$ cat src/rtl/gpc_pkg.sv
package gpc_pkg;
    typedef enum logic [1:0] {
        EV_LEVEL = 2'b00,
        EV_RISE  = 2'b01,
        EV_OFF   = 2'b10,
        EV_BOTH  = 2'b11
    } ev_mode_e;

    localparam int OFS_PTR  = 'h00C;
    localparam int OFS_STAT = 'h100;
    localparam int OFS_EN   = 'h120;

    localparam int BIT_TX   = 0;
    localparam int BIT_INV  = 23;
    localparam int BIT_EVLO = 25;
    localparam int BIT_RCLO = 30;
endpackage

$ cat src/rtl/gpc_sync.sv
module gpc_sync #(
    parameter int W = 8
) (
    input  logic         clk,
    input  logic         rst_n,
    input  logic [W-1:0] d_i,
    output logic [W-1:0] q_o
);
    logic [W-1:0] stage1_q, stage2_q;

    always_ff @(posedge clk or negedge rst_n) begin
        if (!rst_n) begin
            stage1_q <= '0;
            stage2_q <= '0;
        end else begin
            stage1_q <= d_i;
            stage2_q <= stage1_q;
        end
    end

    assign q_o = stage2_q;
endmodule

$ cat src/rtl/gpc_pad.sv
module gpc_pad
    import gpc_pkg::*;
(
    input  logic        clk,
    input  logic        rst_n,
    input  logic        wr_w0_i,
    input  logic        wr_w1_i,
    input  logic [31:0] wdata_i,
    input  logic        rx_i,
    output logic [31:0] w0_o,
    output logic [31:0] w1_o,
    output logic        tx_o,
    output logic        evt_o
);
    logic       tx_q, inv_q, prev_q;
    ev_mode_e   mode_q;
    logic [1:0] rcfg_q;
    logic [31:0] w1_q;
    logic       cur, old;

    always_ff @(posedge clk or negedge rst_n) begin
        if (!rst_n) begin
            tx_q   <= 1'b0;
            inv_q  <= 1'b0;
            mode_q <= EV_LEVEL;
            rcfg_q <= 2'b00;
            w1_q   <= '0;
            prev_q <= 1'b0;
        end else begin
            prev_q <= rx_i;
            if (wr_w0_i) begin
                tx_q   <= wdata_i[BIT_TX];
                inv_q  <= wdata_i[BIT_INV];
                mode_q <= ev_mode_e'(wdata_i[BIT_EVLO +: 2]);
                rcfg_q <= wdata_i[BIT_RCLO +: 2];
            end
            if (wr_w1_i) begin
                w1_q <= wdata_i;
            end
        end
    end

    // previous sample is judged with the current polarity, so a polarity
    // change alone never looks like an edge
    always_comb begin
        cur = rx_i ^ inv_q;
        old = prev_q ^ inv_q;
        unique case (mode_q)
            EV_LEVEL: evt_o = cur;
            EV_RISE:  evt_o = cur & ~old;
            EV_BOTH:  evt_o = cur ^ old;
            EV_OFF:   evt_o = 1'b0;
        endcase
    end

    assign w0_o = {rcfg_q, 3'b000, mode_q, 1'b0, inv_q, 21'd0, rx_i, tx_q};
    assign w1_o = w1_q;
    assign tx_o = tx_q;

    a_r6_rcfg_hold: assert property (@(posedge clk) disable iff (!rst_n)
        !wr_w0_i |=> $stable(rcfg_q));

    a_r5_edge_needs_change: assert property (@(posedge clk) disable iff (!rst_n)
        (mode_q != EV_LEVEL && evt_o) |-> (rx_i != prev_q));
endmodule

$ cat src/rtl/gpc_bank.sv
module gpc_bank #(
    parameter int WIDTH = 32
) (
    input  logic             clk,
    input  logic             rst_n,
    input  logic [WIDTH-1:0] set_i,
    input  logic             clr_we_i,
    input  logic             en_we_i,
    input  logic [WIDTH-1:0] wdata_i,
    output logic [WIDTH-1:0] status_o,
    output logic [WIDTH-1:0] enable_o,
    output logic             hit_o
);
    logic [WIDTH-1:0] status_q, enable_q, clr_mask;

    assign clr_mask = clr_we_i ? wdata_i : '0;

    always_ff @(posedge clk or negedge rst_n) begin
        if (!rst_n) begin
            status_q <= '0;
            enable_q <= '0;
        end else begin
            status_q <= (status_q & ~clr_mask) | set_i;
            if (en_we_i) begin
                enable_q <= wdata_i;
            end
        end
    end

    assign status_o = status_q;
    assign enable_o = enable_q;
    assign hit_o    = |(status_q & enable_q);

    a_r8_set_wins: assert property (@(posedge clk) disable iff (!rst_n)
        1'b1 |=> ((status_o & $past(set_i)) == $past(set_i)));

    a_r8_clear_works: assert property (@(posedge clk) disable iff (!rst_n)
        clr_we_i |=> ((status_o & $past(wdata_i & ~set_i)) == '0));
endmodule

$ cat src/rtl/gpc_community.sv
module gpc_community
    import gpc_pkg::*;
#(
    parameter int NUM_PADS   = 40,
    parameter int PAD_STRIDE = 16,
    parameter int PAD_BASE   = 'h400,
    parameter int ADDR_W     = 12
) (
    input  logic                clk,
    input  logic                rst_n,
    input  logic                bus_sel,
    input  logic                bus_wr,
    input  logic [ADDR_W-1:0]   bus_addr,
    input  logic [31:0]         bus_wdata,
    output logic [31:0]         bus_rdata,
    input  logic [NUM_PADS-1:0] pad_in,
    output logic [NUM_PADS-1:0] pad_out,
    output logic                irq
);
    localparam int NUM_BANKS = (NUM_PADS + 31) / 32;
    localparam int STRIDE_SH = $clog2(PAD_STRIDE);
    localparam int PAD_END   = PAD_BASE + NUM_PADS * PAD_STRIDE;

    logic                wr;
    int                  addr_i, pad_idx, word;
    logic                in_pad;
    logic [NUM_PADS-1:0] rx_s, evt_v, wr0_v, wr1_v;
    logic [31:0]         w0_a [NUM_PADS];
    logic [31:0]         w1_a [NUM_PADS];
    logic [31:0]         stat_w [NUM_BANKS];
    logic [31:0]         en_w [NUM_BANKS];
    logic [NUM_BANKS-1:0] hit_v, en_nz;
    logic [31:0]         rd_val, rdata_q;

    assign wr = bus_sel & bus_wr;

    always_comb begin
        addr_i = 0;
        addr_i[ADDR_W-1:0] = bus_addr;
        in_pad  = (addr_i >= PAD_BASE) && (addr_i < PAD_END);
        pad_idx = (addr_i - PAD_BASE) >>> STRIDE_SH;
        word    = (addr_i - PAD_BASE) & (PAD_STRIDE - 1);
        for (int p = 0; p < NUM_PADS; p++) begin
            wr0_v[p] = wr && in_pad && (pad_idx == p) && (word == 0);
            wr1_v[p] = wr && in_pad && (pad_idx == p) && (word == 4);
        end
    end

    gpc_sync #(.W(NUM_PADS)) i_sync (
        .clk   (clk),
        .rst_n (rst_n),
        .d_i   (pad_in),
        .q_o   (rx_s)
    );

    for (genvar p = 0; p < NUM_PADS; p++) begin : g_pad
        gpc_pad i_pad (
            .clk     (clk),
            .rst_n   (rst_n),
            .wr_w0_i (wr0_v[p]),
            .wr_w1_i (wr1_v[p]),
            .wdata_i (bus_wdata),
            .rx_i    (rx_s[p]),
            .w0_o    (w0_a[p]),
            .w1_o    (w1_a[p]),
            .tx_o    (pad_out[p]),
            .evt_o   (evt_v[p])
        );
    end

    for (genvar b = 0; b < NUM_BANKS; b++) begin : g_bank
        localparam int BW = (b == NUM_BANKS - 1) ? (NUM_PADS - 32 * b) : 32;
        logic [BW-1:0] st_b, en_b;
        logic          clr_we, en_we;

        assign clr_we = wr && (bus_addr == ADDR_W'(OFS_STAT + 4 * b));
        assign en_we  = wr && (bus_addr == ADDR_W'(OFS_EN + 4 * b));

        gpc_bank #(.WIDTH(BW)) i_bank (
            .clk      (clk),
            .rst_n    (rst_n),
            .set_i    (evt_v[32 * b +: BW]),
            .clr_we_i (clr_we),
            .en_we_i  (en_we),
            .wdata_i  (bus_wdata[BW-1:0]),
            .status_o (st_b),
            .enable_o (en_b),
            .hit_o    (hit_v[b])
        );

        assign stat_w[b] = 32'(st_b);
        assign en_w[b]   = 32'(en_b);
        assign en_nz[b]  = |en_b;
    end

    always_comb begin
        rd_val = '0;
        if (bus_addr == ADDR_W'(OFS_PTR)) begin
            rd_val = 32'(PAD_BASE);
        end
        for (int p = 0; p < NUM_PADS; p++) begin
            if (in_pad && pad_idx == p) begin
                if (word == 0)      rd_val = w0_a[p];
                else if (word == 4) rd_val = w1_a[p];
            end
        end
        for (int b = 0; b < NUM_BANKS; b++) begin
            if (bus_addr == ADDR_W'(OFS_STAT + 4 * b)) rd_val = stat_w[b];
            if (bus_addr == ADDR_W'(OFS_EN + 4 * b))   rd_val = en_w[b];
        end
    end

    always_ff @(posedge clk or negedge rst_n) begin
        if (!rst_n) begin
            rdata_q <= '0;
        end else if (bus_sel && !bus_wr) begin
            rdata_q <= rd_val;
        end
    end

    assign bus_rdata = rdata_q;
    assign irq       = |hit_v;

    a_r9_irq_needs_enable: assert property (@(posedge clk) disable iff (!rst_n)
        irq |-> (|en_nz));

    a_r1_pointer_read: assert property (@(posedge clk) disable iff (!rst_n)
        (bus_sel && !bus_wr && bus_addr == ADDR_W'(OFS_PTR)) |=> (bus_rdata == 32'(PAD_BASE)));

    a_r11_rdata_hold: assert property (@(posedge clk) disable iff (!rst_n)
        !(bus_sel && !bus_wr) |=> $stable(bus_rdata));
endmodule

$ cat config.mk
export PLATFORM = sky130hd
export DESIGN_NAME = gpc_community
export DESIGN_NICKNAME = d
export VERILOG_FILES = /design/src/rtl/gpc_pkg.sv /design/src/rtl/gpc_sync.sv /design/src/rtl/gpc_pad.sv /design/src/rtl/gpc_bank.sv /design/src/rtl/gpc_community.sv
export SDC_FILE = /design/constraint.sdc
export NUM_CORES = 2
export LEC_CHECK = 0
export BUFFER_PORTS_ARGS = -buffer_cell sky130_fd_sc_hd__clkbuf_2
export CAP_MARGIN = 5
export CORE_MARGIN = 1
export CORE_UTILIZATION = 35
export CTS_BUF_LIST = sky130_fd_sc_hd__clkbuf_2 sky130_fd_sc_hd__clkbuf_4 sky130_fd_sc_hd__clkbuf_8
export DETAILED_ROUTE_END_ITERATION = 8
export GPL_TIMING_DRIVEN = 0
export SYNTH_ARGS = -nofsm -noshare
export SYNTH_HDL_FRONTEND = slang
export SYNTH_SLANG_ARGS = --single-unit
$ cat constraint.sdc
create_clock -name clk -period 6.15 [get_ports clk]
set_clock_uncertainty 0.1 [all_clocks]
set_input_delay 1.5375 -clock clk [delete_from_list [all_inputs] [get_ports clk]]
set_output_delay 1.5375 -clock clk [all_outputs]
set_load 0.1 [all_outputs]
== Word-level counts from Yosys, hierarchy flattened ==
Cells that the tools add are included.

* Register bits: 1752
* Bits of input ports: 88

* Add/sub/neg operators: 1
* Order comparisons: 2
* Eq/ne operators: 165
* Mux-type cells: 167
* Bitwise operators: 209
* Reduce and logical (&&, ||, !) cells: 211

{| class="wikitable"
|+ Operators by type and width
! operator !! number
|-
| 32-bit 2-to-1 mux || 125
|-
| 1-bit logical AND || 167
|-
| 2-bit == test, second input constant || 80
|-
| 1-bit one-hot mux with 4 select lines || 40
|-
| 9-bit by 6-bit == test with 1-bit output, second input constant || 16
|-
| 1-bit XOR || 120
|-
| 2-bit by 1-bit == test with 1-bit output, second input constant || 40
|-
| 2-bit logical NOT || 40
|-
| 9-bit by 5-bit == test with 1-bit output, second input constant || 8
|-
| 9-bit by 7-bit == test with 1-bit output, second input constant || 8
|-
| 32-bit AND || 2
|-
| 32-bit logical NOT || 2
|-
| 12-bit by 9-bit == test with 1-bit output, second input constant || 4
|-
| 1-bit AND || 41
|-
| 1-bit inverter || 40
|-
| 40-bit OR reduction || 1
|-
| 9-bit by 4-bit == test with 1-bit output, second input constant || 4
|-
| 32-bit inverter || 1
|-
| 32-bit bitwise OR || 1
|-
| 9-bit by 3-bit == test with 1-bit output, second input constant || 2
|-
| 8-bit AND || 2
|-
| 12-bit by 11-bit subtractor with 13-bit output, second input constant || 1
|-
| 12-bit by 4-bit == test with 1-bit output, second input constant || 1
|-
| 12-bit by 11-bit >= comparator with 1-bit output, second input constant || 1
|-
| other kinds (8) || 8
|}

== Longest topological paths before layout ==
* Word-level depth: 126
* Mapped depth: 13
* Mapped depth without buffers: 8

== Modules after synthesis ==
From an unflattened synthesis, not the netlist that was laid out.

* Cells, all modules: 8620
* Area, all modules: 105070.8 um2

{| class="wikitable"
|+ By module, submodules not included
! module !! times used !! cells each !! area an instance (um2)
|-
| gpc_pad || 40 || 117 || 1830.5
|-
| gpc_community || 1 || 3625 || 26670.6
|-
| gpc_bank at g_bank[0].i_bank || 1 || 188 || 2514.9
|-
| gpc_sync || 1 || 80 || 2001.9
|-
| gpc_bank at g_bank[1].i_bank || 1 || 47 || 663.1
|}

== Worst setup path after synthesis ==
No wires, ideal clock.

* Path kind: input to register
* From: input port bus_addr[3]
* To: register rdata_q[3], in the netlist bus_rdata[3]
* Setup time: 126 ps
* Data arrival time: 4060 ps
* Required time: 5924 ps
* Path slack: 1864 ps
* Stages on the path: 9
* Path through: buf_2 or4_1 buf_2 maj3_2 and3_4 nor4_4 a41oi_1 or4_1 a221o_1

* Longest elaborated chain between the ends: 126
* Elaborated cells between the ends (all ways): 214
* Classes of those cells: add/sub: 1; order compare: 2; eq/ne: 44; mux: 124; reduce/logical: 43

{| class="wikitable"
|+ RTL lines
! item !! line !! RTL
|-
| start: declaration || gpc_community.sv:13 || <nowiki>input logic [ADDR_W-1:0] bus_addr,</nowiki>
|-
| 12-bit by 11-bit subtractor with 13-bit output || gpc_community.sv:42 || <nowiki>word = (addr_i - PAD_BASE) & (PAD_STRIDE - 1);</nowiki>
|-
| 4-bit == test || gpc_community.sv:104 || <nowiki>else if (word == 4) rd_val = w1_a[p];</nowiki>
|-
| 32-bit 2-to-1 mux || gpc_community.sv:104 ||
|-
| 32-bit 2-to-1 mux || gpc_community.sv:103 || <nowiki>if (word == 0) rd_val = w0_a[p];</nowiki>
|-
| 32-bit 2-to-1 mux || gpc_community.sv:102 || <nowiki>if (in_pad && pad_idx == p) begin</nowiki>
|-
| 32-bit 2-to-1 mux || gpc_community.sv:104 ||
|-
| 32-bit 2-to-1 mux || gpc_community.sv:103 ||
|-
| 32-bit 2-to-1 mux || gpc_community.sv:102 ||
|-
| [... 110 more ...] || n/a ||
|-
| 32-bit 2-to-1 mux || gpc_community.sv:102 ||
|-
| 32-bit 2-to-1 mux || gpc_community.sv:104 ||
|-
| 32-bit 2-to-1 mux || gpc_community.sv:103 ||
|-
| 32-bit 2-to-1 mux || gpc_community.sv:102 ||
|-
| 32-bit 2-to-1 mux || gpc_community.sv:108 || <nowiki>if (bus_addr == ADDR_W'(OFS_STAT + 4 * b)) rd_val = stat_w[b];</nowiki>
|-
| 32-bit 2-to-1 mux || gpc_community.sv:109 || <nowiki>if (bus_addr == ADDR_W'(OFS_EN + 4 * b)) rd_val = en_w[b];</nowiki>
|-
| 32-bit 2-to-1 mux || gpc_community.sv:108 ||
|-
| 32-bit 2-to-1 mux * || gpc_community.sv:109 ||
|-
| end signal: assignment || gpc_community.sv:117 || <nowiki>rdata_q <= rd_val;</nowiki>
|-
| end: declaration || gpc_community.sv:33 || <nowiki>logic [31:0] rd_val, rdata_q;</nowiki>
|}

Mark *: on every way between the ends. The rest lies on a longest branch, timed or not.
A chain may end at the register's enable or synchronous reset.

== Worst setup path after layout ==
* From: input port bus_addr[2]
* To: register rdata_q[0], in the netlist bus_rdata[0]

The elaborated chain is that of the path after synthesis.

==> metrics.txt <==
status finished, violations left; failing checks antenna rules, capacitance limit, slew limit, setup timing; Filler cells between 20000 and 25000; unrepaired setup endpoints after global routing true; vias 73700; placed cell areas ~90000 µm²; Final Cycle Share 111%; Synth Register Bits 1752; Peak Freq between 0.1 and 0.15 GHz; cells after synthesis between 7000 and 8000; vias per inst roughly 6.6; FP Rows around 180; register area about 44000 µm²; Worst setup SP type input pin; Metal-1 WL a little over 200 mm; DRC violations left 0; Synth cell types 84; Final GP Congestion 1.08; GRT Util Overall between 40% and 50%; aggregate global routing overflow 0; total CTS buffers 338; global-route wire length before repair roughly 700 mm; Routed WL ~540 mm; max cap viols 22; critical path class input pin to flop; CTS tree built; final hold violation count 0; worst hold path class flop to flop; ys flop type dfrtp_1; Max VDD drop between 0.0002 and 0.00025 V; antenna viol nets, final 1; DP Wirelength between 400 and 500 mm; worst-margin pin slew approximately 1.6 ns; CP Launch Point bus_addr[2]; post-synthesis sequential area ratio 52.4%; die area 241000 µm²; TritonCTS Sinks between 1500 and 2000; vias in the first global route ~70000; max reg flops ~1300; largest cells by area after synthesis dfrtp_1 (52%), mux2_2 (21%), a21oi_1 (2.5%), nand2_1 (2.5%), clkbuf_1 (2.2%); Post-Syn Nets 7241; Setup-failing EPs final between 300 and 400; Die Height a little under 500 µm; Leakage between 40 and 50 nW; met3 WL roughly 63 mm; Area Growth Syn to Fin 17.3%; Clk Latency, worst-skew pair 1.15 ns; max layer used met5; Rel. slew slack -7.97%; pre-CTS setup slack -1.92 ns; Starting Density a little over a third; met2 WL between 200 and 250 mm; final worst slack -0.652 ns; 1st-iter DRT viols roughly 11000; Syn. warnings 0; Max Buffers Root-to-Sink 4; WL/cell between 40 and 50 µm; Core Footprint between 200000 and 250000 µm²; HP Start i_sync.stage1_q[36]$_DFF_PN0_; fin crit period about 6.8 ns; die width approximately 490 µm; most frequent cells in the layout dfrtp_1 (1752), mux2_2 (1558), nand2_1 (543); Yosys top cell area share a little over half; commonest non-fill, non-tap cell in the layout dfrtp_1; R2R Path Start g_pad[30].i_pad.tx_o$_DFFE_PN0P_; CTS root buf clkbuf_8; layout cells sized above 1 34.5%; max-slew violation count 209; antenna violations before repair 75; PD cells 264 nW/µm²; cell accounting for the most synthesized area dfrtp_1; largest net degree at the start of global routing ~110; Finished Cell Area 98100 µm²; Crit path arrival time 7.66 ns; I/O Pins around 160; CP Capture Type flop; cts hold-fix bufs 0; multi-input logic area about 37000 µm²; syn avg cell area 11.8 µm²; CTS H-Tree Depth 5; Worst EP required about 7 ns; Synth Cell Area 83600 µm²; input/output buffers between 100 and 150; Reg clk slew, reported paths 0.06 ns; Nets between 7000 and 8000; CP max FO 10; number of synthesized flops with an enable pin 0; drt pass-1 iters 6; async set-reset flop share out of synthesis between 90% and 100%; Sum Neg Setup Slack -47.02 ns
[synthesized netlist by cell type, drive strengths merged (40+ instances only)]
cell type	n
a211oi	43
a21oi	418
a221oi	62
a22o	55
a22oi	159
a31oi	53
buf	166
clkbuf	492
dfrtp	1752
ha	40
mux2	1614
mux2i	170
nand2	546
nand3	94
nor2	288
nor3	104
nor4	40
o21ai	378
o221ai	63
o22ai	40
xnor2	40
xor2	40
[worst paths after layout]
check,to,slack (ns),cells after the start
max reg2reg,bus_rdata[0]$_DFFE_PN0P_,2.40,7
min,i_sync.q_o[36]$_DFF_PN0_,0.18,0
max,bus_rdata[0]$_DFFE_PN0P_,-0.65,9
min reg2reg,i_sync.q_o[36]$_DFF_PN0_,0.18,0
min in group asynchronous,g_pad[14].i_pad.w1_o[7]$_DFFE_PN0P_,0.40,1
max in group asynchronous,g_pad[35].i_pad.w1_o[13]$_DFFE_PN0P_,3.20,4
[power breakdown]
part	leakage, nW	total [mW]	internal [mW]	switching, mW
logic	18.1	1.80	0.301	1.50
registers	24.0	11.7	11.6	0.0890
clock network	3.71	12.4	6.92	5.49
[routing by layer]
metal / up-vias / GRT usage, %
li1: 27500 / -
met1: 39000 / 55.9
met2: 5639 / 61.1
met3: 1594 / 14.4
met4: 24 / 35.0
met5: - / 0
[final cells by class]
type                            instances  area share, %
Clock buffer                          539           6.77
Sequential cell                      1752           44.7
Inverter                                2        0.00766
Timing Repair Buffer                  272           2.95
Multi-Input combinational cell       4701           38.2
Buffer                                651           2.92
Tap cell                             3167           4.04
Clock inverter                         36          0.305
Antenna cell                           47          0.120
[per-stage QoR]
step                      utilization (%)  instances  total power [mW]  hold slack [ns]
after floorplan                         -       7113              12.4            0.231
after global routing                 41.2      11100              26.4            0.214
after detailed placement             38.2      10500              13.6            0.236
final                                41.3      11200              25.9            0.176
after CTS                            41.2      11100              25.8            0.186
after global placement               37.2      10400              13.6            0.233
[timing repair]
| item | 4_1_cts | 5_1_grt |
|---|---|---|
| hold endpoints to repair | 0 | 0 |
| resized for setup | 29 | 19 |
| setup buffers | 0 | 0 |
| setup endpoints to repair | 176 | 63 |
[kinds of logic (layout without fill, tap and decap cells)]
family	after synthesis	in the layout	synth area share, %
mux	1786	1786	23.8
flops	1752	1752	52.4
compound gates	1571	1571	12.4
simple gates	1223	1223	6.65
buf+inv	660	1500	3.27
xor+xnor	80	80	0.838
fa+ha+maj	41	41	0.612
other cells	0	47	0
[critical path, stage by stage]
cell and delay [ns]:
buf_6 0.23, clkbuf_1 1.02, clkbuf_2 1.02, buf_2 0.57
buf_2 0.77, buf_1 1.18, a41oi_1 0.32, o31ai_2 0.77
a211oi_1 0.17
Power figures use the tool's default switching activity.
